**src/rtl/wdt_pkg.sv**
```systemverilog
package wdt_pkg;
  typedef enum logic [1:0] {
    KD_IDLE    = 2'd0,
    KD_ARMED   = 2'd1,
    KD_CLOCKED = 2'd2
  } kd_state_e;

  localparam logic [1:0] SEL_OFF = 2'b11;
endpackage

```
**src/rtl/bus_sync.sv**
```systemverilog
module bus_sync #(
  parameter int unsigned STAGES = 2,
  parameter int unsigned W      = 2
) (
  input  logic         clk,
  input  logic         rst,
  input  logic [W-1:0] d,
  output logic [W-1:0] q
);
  for (genvar b = 0; b < W; b++) begin : g_bit
    logic [STAGES-1:0] chain;
    always_ff @(posedge clk) begin
      if (rst) chain <= '1;
      else     chain <= {chain[STAGES-2:0], d[b]};
    end
    assign q[b] = chain[STAGES-1];
  end
endmodule

```
**src/rtl/kick_detect.sv**
```systemverilog
module kick_detect
  import wdt_pkg::*;
(
  input  logic clk,
  input  logic rst,
  input  logic scl_s,
  input  logic sda_s,
  output logic kick
);
  logic      scl_d, sda_d;
  kd_state_e st, st_nx;
  logic      start_c, stop_c, scl_fall_c, kick_nx;

  assign start_c    = scl_s & scl_d & sda_d & ~sda_s;
  assign stop_c     = scl_s & scl_d & ~sda_d & sda_s;
  assign scl_fall_c = scl_d & ~scl_s;

  always_comb begin
    st_nx   = st;
    kick_nx = 1'b0;
    unique case (st)
      KD_IDLE:    if (start_c) st_nx = KD_ARMED;
      KD_ARMED: begin
        if (stop_c)          st_nx = KD_IDLE;
        else if (scl_fall_c) st_nx = KD_CLOCKED;
      end
      KD_CLOCKED: begin
        if (stop_c) begin
          st_nx   = KD_IDLE;
          kick_nx = 1'b1;
        end else if (start_c) begin
          st_nx = KD_ARMED;
        end
      end
      default:    st_nx = KD_IDLE;
    endcase
  end

  always_ff @(posedge clk) begin
    if (rst) begin
      scl_d <= 1'b1;
      sda_d <= 1'b1;
      st    <= KD_IDLE;
      kick  <= 1'b0;
    end else begin
      scl_d <= scl_s;
      sda_d <= sda_s;
      st    <= st_nx;
      kick  <= kick_nx;
    end
  end
endmodule

```
**src/rtl/timeout_counter.sv**
```systemverilog
module timeout_counter
  import wdt_pkg::*;
#(
  parameter int unsigned CNT_W = 8,
  parameter int unsigned TO_0  = 20,
  parameter int unsigned TO_1  = 40,
  parameter int unsigned TO_2  = 70
) (
  input  logic       clk,
  input  logic       rst,
  input  logic [1:0] sel,
  input  logic       kick,
  output logic       expired
);
  logic [CNT_W-1:0] cnt;
  logic [CNT_W-1:0] limit;
  logic             off;

  assign off = (sel == SEL_OFF);

  always_comb begin
    unique case (sel)
      2'b00:   limit = CNT_W'(TO_0);
      2'b01:   limit = CNT_W'(TO_1);
      2'b10:   limit = CNT_W'(TO_2);
      default: limit = '1;
    endcase
  end

  always_ff @(posedge clk) begin
    if (rst || off || kick) begin
      cnt     <= '0;
      expired <= 1'b0;
    end else if (!expired) begin
      if (cnt >= limit - 1'b1) expired <= 1'b1;
      else                     cnt     <= cnt + 1'b1;
    end
  end
endmodule

```
**src/rtl/bus_kick_wdt.sv**
```systemverilog
module bus_kick_wdt #(
  parameter int unsigned SYNC_STAGES = 2,
  parameter int unsigned TO_0        = 25_000_000,
  parameter int unsigned TO_1        = 50_000_000,
  parameter int unsigned TO_2        = 100_000_000
) (
  input  logic       clk,
  input  logic       rst,
  input  logic       scl_in,
  input  logic       sda_in,
  input  logic [1:0] to_sel,
  output logic       wdt_n,
  output logic       wdt_pull
);
  localparam int unsigned MAX_A = (TO_0 > TO_1) ? TO_0 : TO_1;
  localparam int unsigned MAX_TO = (MAX_A > TO_2) ? MAX_A : TO_2;
  localparam int unsigned CNT_W = $clog2(MAX_TO) + 1;

  logic [1:0] lines_s;
  logic       scl_s, sda_s, kick, expired;

  bus_sync #(.STAGES(SYNC_STAGES), .W(2)) u_sync (
    .clk(clk), .rst(rst), .d({scl_in, sda_in}), .q(lines_s)
  );
  assign scl_s = lines_s[1];
  assign sda_s = lines_s[0];

  kick_detect u_kick (
    .clk(clk), .rst(rst), .scl_s(scl_s), .sda_s(sda_s), .kick(kick)
  );

  timeout_counter #(.CNT_W(CNT_W), .TO_0(TO_0), .TO_1(TO_1), .TO_2(TO_2)) u_cnt (
    .clk(clk), .rst(rst), .sel(to_sel), .kick(kick), .expired(expired)
  );

  assign wdt_n    = ~expired;
  assign wdt_pull = expired;
endmodule

```
**config.mk**
```make
export PLATFORM = sky130hd
export DESIGN_NAME = bus_kick_wdt
export DESIGN_NICKNAME = d
export VERILOG_FILES = /design/src/rtl/wdt_pkg.sv /design/src/rtl/bus_sync.sv /design/src/rtl/kick_detect.sv /design/src/rtl/timeout_counter.sv /design/src/rtl/bus_kick_wdt.sv
export SDC_FILE = /design/constraint.sdc
export NUM_CORES = 1
export LEC_CHECK = 0
export ABC_CLOCK_PERIOD_IN_PS = 2900
export CAP_MARGIN = 10
export CORE_MARGIN = 2
export CORE_UTILIZATION = 25
export DETAILED_ROUTE_END_ITERATION = 10
export SLEW_MARGIN = 20
export SYNTH_ARGS = -nofsm -noshare
export SYNTH_HDL_FRONTEND = slang
export SYNTH_SLANG_ARGS = --single-unit
```
**constraint.sdc**
```tcl
create_clock -name clk -period 2.9 [get_ports clk]
set_clock_uncertainty 0.2 [all_clocks]
set_input_delay 0.29 -clock clk [delete_from_list [all_inputs] [get_ports clk]]
set_output_delay 0.29 -clock clk [all_outputs]
set_load 0.02 [all_outputs]
```
==> flow_summary.yaml, run 1 <==
finish:
  fin_util_pct: 33.53
  num_antenna_cells: 0
  num-fill-cells: 915
  area_growth_pct: 29.46
  final_common_cell: "dfxtp_1"
  fin_nets: 329
  fin_area_sq_um: 2953
  multi_input_area_sq_um: 1598
  seqCellArea_sq_um: 760.7
  final_cells: 405
  drive_gt1_share_pct: 26.60
  final_cell_mix: "dfxtp_1, a21oi_1, ha_1, buf_4, or3_1"
placed_design:
  placed_area_sq_um: 2587
  dpl.hpwl_um: 3532
  port_buffers: 7
  routabilityCongestion: 0.7225
  place_inst: 387
  dp_worst_setup_slack_ns: -0.4596
timing:
  fin_crit_ns: 2.699
  period_share_pct: 93.06
  hold_violations: 0
  setup_ws_ns: 0.2012
  slew_violations: 0
  hold_ws_ns: 0.2129
  fmax_mhz: 370.5
  rsz0062_at_grt: "false"
  setup_viol_count_final: 0
setup_path:
  worstSetupEndpointType: "register"
  crit_slowest_cell: "dfxtp_1"
  cp.required_ns: 2.94
  crit_family: "compound AO/OA/AOI/OAI gates"
  crit_type: "register to register"
  startpoint_type: "register"
  cp_max_fo: 6
  cp_cell_sequence: "ha_1, a211oi_2, nor2_2, o31ai_4, buf_6, o2111ai_4, buf_4, or4_1, a21oi_1"
  crit_path_max_incr_delay_ns: 0.46
  worst-path-buf-inv: 2
  arrival_ns: 2.74
floorplanning:
  dieArea_sq_um: 9904
  fp-row-count: 34
  die_h_um: 99.52
  die_x_um: 99.52
  ioPinCount: 8
  coreArea_sq_um: 8806
  start_util_pct: 25.90
drt:
  drtAntennaViolNets: 0
  vias: 2019
  drt_wl_total_um: 5469
  drt_iter0_drc: 75
  avgRoutedWirePerCell_um: 13.50
  drt-vias-per-instance: 4.985
  drc: 0
  firstDrtPassIters: 4
logic_synthesis:
  syn-num-nets: 294
  synthArstFlopShare_pct: 0
  ys_seq_area_share_pct: 33.35
  postSynthCellCount: 261
  ys_ff_latch: 38
  synth.distinct_cells: 49
  synth-edff-count: 0
  yosys_warnings: 0
  synth_ff_type: "dfxtp_1"
  netlist_area_sq_um: 2281
  avgSynthCellArea_sq_um: 8.739
flow_run:
  maxCapViolations: 0
cts:
  cts-hold-fix-buffers: 0
  insertion_delay_ns: 0.30
  cts_root_buf: "clkbuf_8"
  clk_pin_slew_worst_paths_ns: 0.08
  cts.path.max_buffers: 2
  htree_levels: 2
  tritoncts: "done"
  cts_made_buffers: 5
  clock-sinks: 38
grt:
  grt_use_total_pct: 10.95
  grt_pass1_vias: 1879
  grt_max_degree: 29
  grt-ovfl-total: 0
  grt_pass1_wl_um: 8742
  antenna_found_initial: 0
power_and_ir_drop:
  seqPwrFrac_pct: 50.0
  leakagePower_nw: 1.051
  power_frac_clock_pct: 42.3
  power_frac_comb_pct: 7.7
  switchingPower_mw: 0.2522
  vdd_ir_drop_max_v: 0.0001968
  swShare_pct: 23.54
  intPower_mw: 0.8194
  pwr_density_cell_nw_per_um2: 362.9
status:
  outcome: "complete, no violations"
hold_path:
  hold_class: "register to register"
cell usage after synthesis, drive strengths merged (2+ instances only):
| master | instances | area (sq um) |
|---|---|---|
| or3 | 18 | 112.6 |
| or4 | 8 | 60.06 |
| nand2 | 18 | 67.56 |
| and4 | 2 | 20.02 |
| or2 | 7 | 43.80 |
| nand3 | 12 | 65.06 |
| dfxtp | 38 | 760.7 |
| o21ai | 18 | 90.09 |
| nand2b | 2 | 12.51 |
| xnor2 | 2 | 17.52 |
| buf | 5 | 30.02 |
| inv | 14 | 52.55 |
| and3 | 3 | 23.77 |
| o31ai | 9 | 81.33 |
| ha | 27 | 337.8 |
| o2111ai | 2 | 23.77 |
| a21oi | 31 | 155.2 |
| clkbuf | 3 | 11.26 |
| nand4 | 6 | 67.56 |
| o211ai | 2 | 25.02 |
| a211oi | 2 | 20.02 |
| nor3 | 6 | 35.03 |
| nor2 | 11 | 41.29 |
repair_timing:
action,in CTS,in global routing
pin swaps,3,9
resized for setup,11,29
setup buffers,0,8
setup endpoints to repair,24,29
cloned,0,2
sequential cells by signal (all words and copies together) (netlist names):
signal	flops
u_cnt.cnt	28
u_sync.g_bit.chain	4
u_kick.st	2
u_cnt.expired	1
u_kick.kick	1
u_kick.scl_d	1
u_kick.sda_d	1
stage by stage:
step | setup TNS [ns] | total power [mW]
6_report | 0 | 1.072
5_1_grt | 0 | 1.121
4_1_cts | 0 | 1.077
3_5_place_dp | -10.07 | 0.6199
3_3_place_gp | -8.729 | 0.6174
2_1_floorplan | 0 | 0.5909
metal layers:
| layer | part of all wire (%) | track usage, % |
|---|---|---|
| met5 | 0 | 0 |
| met4 | 1.6 | 3.793 |
| met3 | 3.2 | 2.600 |
| met2 | 50 | 18.35 |
| met1 | 46 | 13.76 |
cells by family (layout without fill, tap and decap cells):
family / count (synthesis) / count (layout) / synth area share, %
xor+xnor: 2 / 2 / 0.7681
mux: 1 / 1 / 0.4389
fa+ha+maj: 27 / 27 / 14.81
compound gates: 72 / 73 / 20.08
other cells: 1 / 1 / 0.1644
buf+inv: 22 / 57 / 4.114
simple gates: 98 / 98 / 26.28
flops: 38 / 38 / 33.35
power by group through the flow:
stage	sequential (mW)	combinational, mW	clock [mW]
2_1_floorplan	0.546	0.0453	0
3_3_place_gp	0.547	0.0703	0
3_5_place_dp	0.548	0.0724	0
4_1_cts	0.535	0.0744	0.467
5_1_grt	0.537	0.0942	0.489
6_report	0.535	0.0830	0.453
cell type report:
type	count	share of cell area, %
clock buffer	5	2.331
inverter	14	1.780
tap	108	4.576
timing repair buffer	35	10.08
sequential	38	25.76
clock inverter	3	1.356
multi-input combinational	202	54.11
worst paths after layout:
check	start	to	slack (ns)	cells after the start
worst min register to register	u_sync.g_bit[0].chain[0]	u_sync.g_bit[0].chain[1]	0.21	1
worst min-delay path	u_sync.g_bit[0].chain[0]	u_sync.g_bit[0].chain[1]	0.21	1
worst max register to register	u_cnt.cnt[17]	u_cnt.cnt[23]	0.20	9
worst max-delay path	u_cnt.cnt[17]	u_cnt.cnt[23]	0.20	9
Power figures use the tool's default switching activity.
==> run 2, diff against run 1 <==
Settings changed: ABC_CLOCK_PERIOD_IN_PS 2900 to 2500, GPL_ROUTABILITY_DRIVEN from default to 0, PLACE_DENSITY from default to 0.41.
Clock period 2.9 ns to 2.5 ns, I/O delays scaled along.
==> run 2 against run 1 <==
- the flow now finishes with violations (negative setup slack)
- utilization grew 2.4 points
- sequential power increased by 16%
- sequential share of layout area shrank 1.7 points
- die area did not move
- first-iteration DRC count decreased by 1.3%
- non-clock buffer count grew 12
- largest cell class unchanged
- highest routed layer unchanged
==> flow_summary.yaml, run 2 (same netlist as run 1, synthesis figures left out) <==
drt:
  drt_wl_total_um: 5657
  drtAntennaViolNets: 0
  drc: 0
  drt_iter0_drc: 74
  drt-vias-per-instance: 4.933
  vias: 2057
  firstDrtPassIters: 4
  avgRoutedWirePerCell_um: 13.57
floorplanning:
  die_h_um: 99.52
  fp-row-count: 34
  coreArea_sq_um: 8806
  die_x_um: 99.52
  dieArea_sq_um: 9904
  start_util_pct: 25.90
  ioPinCount: 8
setup_path:
  crit_type: "input port to register"
  cp.required_ns: 2.53
  startpoint_type: "input port"
  critPathLaunch: "to_sel[0]"
  crit_slowest_cell: "or4_4"
  crit_path_max_incr_delay_ns: 0.42
  cp_max_fo: 7
  cp_cell_sequence: "buf_8, clkinvlp_4, ha_4, nor2_4, ha_4, and3_4, a31oi_4, o31a_1, buf_6, o2111ai_4, buf_6, or4_4, a21oi_2"
  r2r-start: "u_cnt.cnt[0]"
  worstSetupEndpointType: "register"
  arrival_ns: 2.62
timing:
  setup_ws_ns: -0.08900
  fin_crit_ns: 2.589
  setup_tns_ns: -0.5895
  rsz0062_at_grt: "true"
  period_share_pct: 103.6
  fmax_mhz: 386.2
  setup_viol_count_final: 18
  slew_violations: 0
  hold_violations: 0
power_and_ir_drop:
  pwr_density_cell_nw_per_um2: 374.7
  leakagePower_nw: 1.163
  vdd_ir_drop_max_v: 0.0002433
finish:
  reg.largest.list: "u_cnt.cnt (28), u_sync.g_bit.chain (4), u_kick.st (2)"
  largest_register: "u_cnt.cnt"
  largest_register_ffs: 28
  final_common_cell: "dfxtp_1"
  final_cell_mix: "dfxtp_1, buf_4, a21oi_1"
  num_antenna_cells: 0
  area_growth_pct: 38.84
  drive_gt1_share_pct: 34.30
  fin_util_pct: 35.96
  fin_nets: 341
placed_design:
  dpl.hpwl_um: 3850
  port_buffers: 7
cts:
  cts_root_buf: "clkbuf_8"
  tritoncts: "done"
  cts.path.max_buffers: 2
  cts_made_buffers: 5
  htree_levels: 2
  cts-hold-fix-buffers: 0
  clock-sinks: 38
  clk_pin_slew_worst_paths_ns: 0.08
  insertion_delay_ns: 0.29
flow_run:
  maxCapViolations: 0
status:
  outcome: "finished, violations left"
  violations: "negative setup slack"
grt:
  antenna_found_initial: 0
  grt_use_total_pct: 12.01
  grt_pass1_wl_um: 9625
  grt_pass1_vias: 1977
  grt_max_degree: 29
  grt-ovfl-total: 0
hold_path:
  hp-start: "u_sync.g_bit[1].chain[0]"
  hold_class: "register to register"
[run 2: power by group]
part | total [mW] | internal, mW | switching (mW)
registers | 0.620 | 0.613 | 0.00683
logic | 0.110 | 0.0513 | 0.0585
clock network | 0.457 | 0.222 | 0.235
total | 1.19 | 0.887 | 0.300
[run 2: worst max-delay path: cells and delay by family]
family                     cells  cell delay [ns]
and+or+nand+nor                3             0.71
AOI/OAI and AO/OA              4             0.63
buffers and inverters          4             0.57
adders and majority gates      2             0.46
[run 2: final cells by class]
cell class	count	area, sq um
clock buffers	6	82.58
clock inverters	2	12.51
fillers	890	5639
inverters	14	56.30
multi-input cells	202	1695
flip-flops and latches	38	760.7
well taps	108	135.1
repair buffers	47	424.2
[run 2: what timing repair did]
action | 4_1_cts | 5_1_grt
setup endpoints to repair | 29 | 28
pin swaps | 12 | 27
buffers inserted | 4 | 3
cloned | 2 | 1
resized for setup | 39 | 30
[run 2: worst paths after layout]
path	end	slack [ns]	cells past startpoint
setup / recovery	u_cnt.cnt[26]	-0.09	13
hold / removal	u_sync.g_bit[1].chain[1]	0.21	1
setup reg to reg	u_cnt.cnt[26]	-0.01	10
hold reg to reg	u_sync.g_bit[1].chain[1]	0.21	1
[run 2: metrics by stage]
stage	worst slack [ns]	hold WS, ns	total power, mW	instance area, sq um	std cells
3_5_place_dp	-0.8854	0.1958	0.7252	2706	399
2_1_floorplan	0.002899	0.1538	0.6866	2297	261
3_3_place_gp	-0.8841	0.2014	0.7257	2706	399
4_1_cts	-0.05173	0.2160	1.195	3009	413
6_report	-0.08900	0.2127	1.187	3167	417
5_1_grt	-0.1800	0.2297	1.250	3167	417
[run 2: layer usage]
layer	vias to the layer above	GRT usage, %	wire (um)
li1	1063	-	-
met1	972	16.30	2819
met2	20	19.39	2680
met3	2	2.670	132
met4	0	2.950	24
met5	-	0	0
==> run 3, diff against run 2 <==
Settings changed: CORE_UTILIZATION 25 to 50, PLACE_DENSITY 0.41 to 0.69.
==> run 3 against run 2 <==
- the run still ends with negative setup slack left
- first-iteration DRC count up 30%
- cell count down 13%
- register-to-register slack worse by 0.03 ns
- critical path type unchanged
- critical endpoint is now u_cnt.cnt[23]
- largest power group is now the clock network
==> flow_summary.yaml, run 3 (same netlist as run 1, synthesis figures left out) <==
finish:
  final_cell_mix: "dfxtp_1, buf_4, a21oi_1"
  area_growth_pct: 40.76
  fin_nets: 342
  fin_area_sq_um: 3211
  largest_register: "u_cnt.cnt"
  final_common_cell: "dfxtp_1"
  num_antenna_cells: 0
  largest_register_ffs: 28
  num-fill-cells: 320
  drive_gt1_share_pct: 37.10
  reg.largest.list: "u_cnt.cnt (28), u_sync.g_bit.chain (4), u_kick.st (2)"
setup_path:
  r2r-start: "u_cnt.cnt[13]"
  worstSetupEndpointType: "register"
  cp.required_ns: 2.54
  arrival_ns: 2.63
  startpoint_type: "input port"
  crit_type: "input port to register"
  cp_max_fo: 5
  critPathLaunch: "to_sel[0]"
flow_run:
  maxCapViolations: 0
floorplanning:
  die_h_um: 71.54
  fp-row-count: 24
  coreArea_sq_um: 4384
  ioPinCount: 8
  die_x_um: 71.54
  start_util_pct: 52.03
  dieArea_sq_um: 5118
timing:
  hold_ws_ns: 0.2127
  setup_ws_ns: -0.09094
  setup_viol_count_final: 10
  slew_violations: 0
  period_share_pct: 103.6
  rsz0062_at_grt: "true"
  hold_violations: 0
  fin_crit_ns: 2.591
  fmax_mhz: 386.0
drt:
  drt_wl_total_um: 6080
  vias: 2154
  drt_iter0_drc: 96
  drc: 0
  drt-vias-per-instance: 5.950
  avgRoutedWirePerCell_um: 16.80
  firstDrtPassIters: 4
  drtAntennaViolNets: 0
hold_path:
  hold_class: "register to register"
  hp-start: "u_sync.g_bit[1].chain[0]"
cts:
  cts_root_buf: "clkbuf_8"
  tritoncts: "done"
  cts.path.max_buffers: 2
  insertion_delay_ns: 0.30
  cts_made_buffers: 5
  clock-sinks: 38
  clk_pin_slew_worst_paths_ns: 0.08
  htree_levels: 2
power_and_ir_drop:
  switchingPower_mw: 0.3134
  pwr_density_cell_nw_per_um2: 431.3
  power_frac_comb_pct: 9.0
  seqPwrFrac_pct: 44.8
  power_frac_clock_pct: 46.2
  intPower_mw: 1.071
  leakagePower_nw: 1.139
  swShare_pct: 22.63
  vdd_ir_drop_max_v: 0.0004033
placed_design:
  port_buffers: 7
  placed_area_sq_um: 2594
  dpl.hpwl_um: 3549
grt:
  grt_pass1_wl_um: 9266
  grt-ovfl-total: 0
  grt_use_total_pct: 23.00
  grt_pass1_vias: 1997
  grt_max_degree: 16
  antenna_found_initial: 0
status:
  violations: "negative setup slack"
  outcome: "finished, violations left"
[run 3: area by class of cell]
class	count	area, sq um	share of cell area, %
Clock buffer	5	68.82	2.143
Clock inverter	3	68.82	2.143
Inverter	14	56.30	1.754
Multi-Input combinational cell	202	1778	55.38
Sequential cell	38	760.7	23.69
Tap cell	52	65.06	2.026
Timing Repair Buffer	48	412.9	12.86
[run 3: path summary, 6_finish.rpt]
check        cells past startpoint                  endpoint  slack, ns
max                             13             u_cnt.cnt[23]      -0.09
min                              1  u_sync.g_bit[1].chain[1]       0.21
max reg2reg                      9             u_cnt.cnt[23]      -0.04
min reg2reg                      1  u_sync.g_bit[1].chain[1]       0.21
[run 3: power by group through the flow]
stage / logic, mW / clock network, mW / registers [mW]
2_1_floorplan: 0.0536 / 0 / 0.633
4_1_cts: 0.0977 / 0.644 / 0.620
5_1_grt: 0.137 / 0.670 / 0.621
6_report: 0.125 / 0.640 / 0.620
3_3_place_gp: 0.0854 / 0 / 0.634
3_5_place_dp: 0.0875 / 0 / 0.634
[run 3: per-stage QoR]
stage	std cells	setup slack [ns]	setup TNS, ns	total power, mW	util (%)
6_report	362	-0.09094	-0.4417	1.385	73.23
5_1_grt	362	-0.1624	-2.032	1.429	73.23
4_1_cts	354	-0.02931	-0.09527	1.362	66.78
3_5_place_dp	339	-0.8418	-22.14	0.7218	59.16
3_3_place_gp	339	-0.8124	-21.12	0.7194	59.16
2_1_floorplan	261	0.002899	0	0.6866	-
[run 3: critical path, stage by stage]
cell,delay (ns)
buf_8,0.08
clkinvlp_4,0.17
buf_6,0.17
ha_4,0.15
ha_4,0.15
a211oi_2,0.23
nor3_2,0.08
o31ai_4,0.29
buf_4,0.18
o2111ai_4,0.13
buf_6,0.16
or4_1,0.46
a21oi_1,0.12
[run 3: repair_timing]
action                                  CTS  global route
cloned                                    0             2
gates resized for setup                  42            37
buffers inserted                          7             6
endpoints found under the setup margin   29            26
pin swaps                                21            38
hold buffers                              0             0
[run 3: layer usage]
| layer | vias up | track usage [%] | part of all wire, % | wire length, um |
|---|---|---|---|---|
| met1 | 1030 | 28.32 | 45 | 2715 |
| met4 | 0 | 6.289 | 2.5 | 150 |
| met2 | 40 | 40.74 | 49 | 2999 |
| met3 | 16 | 4.641 | 3.5 | 215 |
| met5 | - | 0 | 0 | 0 |
| li1 | 1068 | - | - | - |
